[config.mk]
export PLATFORM = sky130hd
export DESIGN_NAME = lane_io_sel
export DESIGN_NICKNAME = d
export VERILOG_FILES = /design/src/rtl/lane_pkg.sv /design/src/rtl/io_addr_match.sv /design/src/rtl/lane_steer.sv /design/src/rtl/read_merge.sv /design/src/rtl/lane_io_sel.sv
export SDC_FILE = /design/constraint.sdc
export NUM_CORES = 1
export LEC_CHECK = 0
export ABC_AREA = 1
export BUFFER_PORTS_ARGS = -buffer_cell sky130_fd_sc_hd__buf_2
export CORE_MARGIN = 8
export CORE_UTILIZATION = 35
export DETAILED_ROUTE_END_ITERATION = 10
export MAX_ROUTING_LAYER = met4
export PLACE_DENSITY_LB_ADDON = 0.08
export SLEW_MARGIN = 10
export SYNTH_ARGS = -nofsm -noshare
export SYNTH_HDL_FRONTEND = slang
export SYNTH_SLANG_ARGS = --single-unit
[constraint.sdc]
create_clock -name clk -period 1 [get_ports clk]
set_input_delay 0.2 -clock clk [delete_from_list [all_inputs] [get_ports clk]]
set_output_delay 0.2 -clock clk [all_outputs]
set_load 0.02 [all_outputs]
[src/rtl/lane_pkg.sv]
package lane_pkg;

  localparam int LANES = 4;

  // Write data as it appears on the bus: upper half copied down when only
  // the upper enables are active on a write.
  function automatic logic [31:0] bus_copy(input logic [31:0] d,
                                           input logic [3:0]  be_n,
                                           input logic        wr);
    if (wr && (be_n[1:0] == 2'b11) && (be_n[3:2] != 2'b11))
      return {d[31:16], d[31:16]};
    return d;
  endfunction

  // Lane a peripheral uses, given its table offset and layout.
  function automatic int lane_of(input logic [15:0] off, input bit spaced);
    return spaced ? 0 : int'(off[1:0]);
  endfunction

endpackage

[src/rtl/io_addr_match.sv]
module io_addr_match #(
  parameter int                 NDEV     = 4,
  parameter logic [NDEV*16-1:0] DEV_TAB  = '0,
  parameter logic [31:0]        MEM_BASE = 32'hFFA0_0000,
  parameter logic [15:0]        DEC_MASK = 16'hFFFF,
  parameter bit                 SPACED   = 1'b0
) (
  input  logic [31:2]     addr,
  input  logic [3:0]      be_n,
  input  logic            mio,
  input  logic            cyc,
  output logic [NDEV-1:0] hit
);
  import lane_pkg::*;

  localparam logic [15:2] OFF_MASK = DEC_MASK[15:2];
  localparam logic [15:0] WIN_HI   = MEM_BASE[31:16];

  logic win_ok;
  assign win_ok = mio ? (addr[31:16] == WIN_HI) : 1'b1;

  for (genvar k = 0; k < NDEV; k++) begin : g_dev
    localparam logic [15:0] ENTRY = DEV_TAB[k*16 +: 16];
    localparam int          LN    = lane_of(ENTRY, SPACED);
    logic off_ok;
    logic en_ok;
    assign off_ok = (((addr[15:2] ^ ENTRY[15:2]) & OFF_MASK) == '0);
    if (SPACED) begin : g_spread
      assign en_ok = 1'b1;
    end else begin : g_packed
      assign en_ok = ~be_n[LN];
    end
    assign hit[k] = cyc & win_ok & off_ok & en_ok;
  end

endmodule

[src/rtl/lane_steer.sv]
module lane_steer #(
  parameter int                 NDEV    = 4,
  parameter logic [NDEV*16-1:0] DEV_TAB = '0,
  parameter bit                 SPACED  = 1'b0
) (
  input  logic [31:0]       wdata,
  output logic [NDEV*8-1:0] dev_wdata
);
  import lane_pkg::*;

  for (genvar k = 0; k < NDEV; k++) begin : g_dev
    localparam int LN = lane_of(DEV_TAB[k*16 +: 16], SPACED);
    assign dev_wdata[k*8 +: 8] = wdata[LN*8 +: 8];
  end

endmodule

[src/rtl/read_merge.sv]
module read_merge #(
  parameter int                 NDEV    = 4,
  parameter logic [NDEV*16-1:0] DEV_TAB = '0,
  parameter bit                 SPACED  = 1'b0
) (
  input  logic [NDEV-1:0]   sel,
  input  logic              rd_en,
  input  logic [NDEV*8-1:0] dev_rdata,
  output logic [31:0]       rdata
);
  import lane_pkg::*;

  logic [NDEV*32-1:0] part;

  for (genvar k = 0; k < NDEV; k++) begin : g_dev
    localparam int LN = lane_of(DEV_TAB[k*16 +: 16], SPACED);
    always_comb begin
      part[k*32 +: 32] = '0;
      if (rd_en && sel[k])
        part[k*32 + LN*8 +: 8] = dev_rdata[k*8 +: 8];
    end
  end

  always_comb begin
    rdata = '0;
    for (int k = 0; k < NDEV; k++)
      rdata = rdata | part[k*32 +: 32];
  end

endmodule

[src/rtl/lane_io_sel.sv]
module lane_io_sel #(
  parameter int                 NDEV     = 4,
  parameter logic [NDEV*16-1:0] DEV_TAB  = {16'h0303, 16'h0302, 16'h0301, 16'h0300},
  parameter logic [31:0]        MEM_BASE = 32'hFFA0_0000,
  parameter logic [15:0]        DEC_MASK = 16'h0FFF,
  parameter bit                 SPACED   = 1'b0
) (
  input  logic              clk,
  input  logic              rst_n,
  input  logic [31:2]       bus_addr,
  input  logic [3:0]        bus_be_n,
  input  logic              bus_mio,
  input  logic              bus_wr,
  input  logic              bus_cyc,
  input  logic [31:0]       bus_wdata,
  output logic [31:0]       bus_rdata,
  output logic [31:0]       lane_wdata,
  output logic [NDEV-1:0]   dev_sel,
  output logic              dev_wr,
  output logic [NDEV*8-1:0] dev_wdata,
  input  logic [NDEV*8-1:0] dev_rdata
);
  import lane_pkg::*;

  logic [NDEV-1:0] hit;
  logic [NDEV-1:0] sel_q;
  logic            wr_q;
  logic [31:0]     wdata_q;

  io_addr_match #(
    .NDEV(NDEV), .DEV_TAB(DEV_TAB), .MEM_BASE(MEM_BASE),
    .DEC_MASK(DEC_MASK), .SPACED(SPACED)
  ) u_match (
    .addr(bus_addr), .be_n(bus_be_n), .mio(bus_mio),
    .cyc(bus_cyc), .hit(hit)
  );

  always_ff @(posedge clk or negedge rst_n) begin
    if (!rst_n) begin
      sel_q   <= '0;
      wr_q    <= 1'b0;
      wdata_q <= '0;
    end else begin
      sel_q   <= hit;
      wr_q    <= bus_wr;
      wdata_q <= bus_copy(bus_wdata, bus_be_n, bus_wr);
    end
  end

  lane_steer #(
    .NDEV(NDEV), .DEV_TAB(DEV_TAB), .SPACED(SPACED)
  ) u_steer (
    .wdata(wdata_q), .dev_wdata(dev_wdata)
  );

  read_merge #(
    .NDEV(NDEV), .DEV_TAB(DEV_TAB), .SPACED(SPACED)
  ) u_merge (
    .sel(sel_q), .rd_en(~wr_q), .dev_rdata(dev_rdata), .rdata(bus_rdata)
  );

  assign dev_sel    = sel_q;
  assign dev_wr     = wr_q & (|sel_q);
  assign lane_wdata = wdata_q;

endmodule

==> out/results.tsv <==
stage	metric	value	unit
run_status	status	finished with violations	
run_status	failing checks	negative setup slack	
worst_setup_path	CP max stage cell	dfrtp_2	
worst_setup_path	crit path kind	register to output port	
yosys	post-synthesis cell count	229	
cells_and_area	diodes inserted	0	
timing	RSZ-0062 raised after global routing	true	
min_path	Hold Crit Depth	1	
global_route	vias in the first global route	2307	
worst_setup_path	Worst Path Max Fanout	3	
global_route	largest net degree at the start of global routing	38	
cells_and_area	# fillers	385	
detailed_routing	routed wire length	7734	um
floorplanning	die footprint	8175	um2
cells_and_area	nets	512	
cells_and_area	final instance area	3944	um2
cells_and_area	area grow syn2layout	103.5	%
min_path	HP Start	bus_wdata[19]	
yosys	Synth Register Bits	37	
worst_setup_path	critical path's top delay family	flip-flops	
placed_design	Post-Place Worst Slack	-0.2011	ns
placed_design	Detailed Place HPWL	5591	um
detailed_routing	WL met3	562	um
worst_setup_path	CP Data Required Time	0.80	ns
clock_tree	Clock Sinks	37	
detailed_routing	top routing layer in use	met4	
cells_and_area	FF+latch area	930.9	um2
worst_setup_path	buffer and inverter count on the worst path	1	
placed_design	placed cells	468	
clock_tree	CTS max path bufs	2	
power_and_ir_drop	Power, Total	3762	uW
detailed_routing	vias	2022	
power_and_ir_drop	Pwr Density	953.8	nW/um2
placed_design	placed instance area	3105	um2
worst_setup_path	Worst setup startpoint	dev_sel[0]	
timing	Worst Slack Setup Final	-0.4353	ns
timing	Worst Max-Slew Pin Slew	0.2022	ns
detailed_routing	final antenna-violating net count	0	
cells_and_area	Multi-input gate area	844.6	um2
yosys	Netlist Area Pre-Place	1938	um2
floorplanning	Die Y	90.42	um
power_and_ir_drop	Worst IR Drop VDD	0.0008749	V
worst_setup_path	CP Capture Type	output port	
clock_tree	Root Driver	clkbuf_8	
floorplanning	FP Rows	27	
cells_and_area	fin cells	481	
cells_and_area	Final Core Density	0.7251	
worst_setup_path	worst path arrival time	1.24	ns
placed_design	gpl congestion	0.8509	
job	maximum capacitance violations	0	
timing	min cycle time layout	1.435	ns
timing	Tcrit/Tclk final	1.435	
timing	Hold Fails Final Rpt	0	
min_path	hold crit path type	primary input to register	
worst_setup_path	Crit path largest cell delay	0.45	ns
clock_tree	TritonCTS clock tree	done	
global_route	first-pass GRT wire length	11980	um
clock_tree	CTS Buf Count	5	
clock_tree	H-Tree Depth	2	
yosys	YS warnings	0	
detailed_routing	starting DRC count in detailed routing	55	
floorplanning	Initial Util	0.3563	
worst_setup_path	worst path cell trace	nor4_4 > nor2_1 > buf_4	
detailed_routing	Via-to-Cell Ratio	4.204	
timing	Slew HR	0.8642	
worst_setup_path	Critical Path Start Type	register	
yosys	Yosys top cell by area	dfrtp_1	
yosys	top-area cell type share of the netlist area	0.4777	
detailed_routing	# DRC	0	
timing	Finish-stage setup viols	101	
yosys	Synth Area per Inst	8.463	um2
cells_and_area	fraction of layout cells with a size suffix above 1	0.7066	
min_path	Worst Hold Endpoint	lane_wdata[19]	
floorplanning	Die Wd	90.42	um
yosys	Syn Nets	332	
power_and_ir_drop	Lkg Pwr	0.002105	uW
detailed_routing	M1 wire length	2530	um
detailed_routing	WL met2	4502	um
global_route	GRT Resource Usage Total	0.1912	
yosys	synth top area cells	dfrtp_1 48%, buf_4 12%, inv_1 11%	
detailed_routing	routed length per instance	16.08	um
yosys	count of different cell masters after synthesis	13	
clock_tree	clock slew at reported path FFs	0.07	ns
timing	max frequency	696.7	MHz
global_route	initial antenna violation count	0	
placed_design	PortBufs	199	
timing	final slew viol count	0	
yosys	Seq/Total Area, Yosys	0.4777	
floorplanning	core area	5439	um2
detailed_routing	Pre-antenna DRT Iters	4	
global_route	GR Overflow Total	0	
floorplanning	# IOs	204	
-- area by class of cell --
cell class	instances	area share
clock buffers	7	0.02189
repair buffers	208	0.4496
inverters	57	0.05552
multi-input cells	100	0.2141
flip-flops and latches	37	0.2360
well taps	72	0.02284
-- kinds of logic (layout without fill, tap and decap cells) --
logic type,Yosys count,in the layout,share of synthesized area
AO/OA/AOI/OAI,16,16,0.07230
buffers and inverters,92,272,0.2518
flip-flops,37,37,0.4777
AND/OR/NAND/NOR,84,84,0.1982
-- worst max-delay path by stage --
stage	end	slack, ns	cells after the start
floorplan	dev_wr	-0.07	2
global placement	bus_rdata[0]	-0.19	4
detailed placement	bus_rdata[6]	-0.20	4
CTS	bus_rdata[6]	-0.43	4
global route	dev_wr	-0.52	3
finish	dev_wr	-0.44	3
-- layout by cell type, fill, tap and decap left out, drive strengths merged --
cell type and n:
buf 207, inv 56, nor2 47, dfrtp 37, nand2 33, o21ai 16
clkbuf 7, nand4 2, clkinv 1, nand3b 1, nor4 1, dlygate4sd3 1
-- power by group --
part	internal [uW]	switching (uW)	total, uW
logic	519	533	1050
clock network	547	502	1050
registers	1580	81.8	1660
-- state kept, by name (all words and copies together) (netlist names) --
signal / count
lane_wdata: 32
wr_q: 1
dev_sel: 4
-- per-stage QoR --
stage                     hold WS (ns)  setup TNS, ns
final                          0.02850         -15.50
after global routing           0.01069         -19.72
after CTS                      0.02168         -16.86
after detailed placement        0.1795         -5.013
after global placement          0.1798         -4.798
after floorplan               -0.09559        -0.9908
-- layer usage --
layer	vias up	GRT usage
met1	923	0.1769
li1	979	-
met5	-	-
met4	0	0.05270
met3	10	0.06733
met2	110	0.3613
-- timing repair --
action / in CTS / in global routing
endpoints found under the setup margin: 101 / 101
endpoints found under the hold margin: 37 / 0
pin swaps: 7 / 0
gates resized for setup: 206 / 2
setup buffers: 4 / 1
hold buffers: 1 / 0
-- cells in the mapped netlist --
| master | number |
|---|---|
| nand2_2 | 15 |
| buf_4 | 32 |
| nand4_4 | 1 |
| inv_1 | 57 |
| buf_6 | 3 |
| nor2_2 | 2 |
| nand4_1 | 1 |
| nand3b_1 | 1 |
| dfrtp_1 | 37 |
| nand2_1 | 18 |
| o21ai_2 | 16 |
| nor4_1 | 1 |
| nor2_1 | 45 |
(Power assumes the default switching activity.)
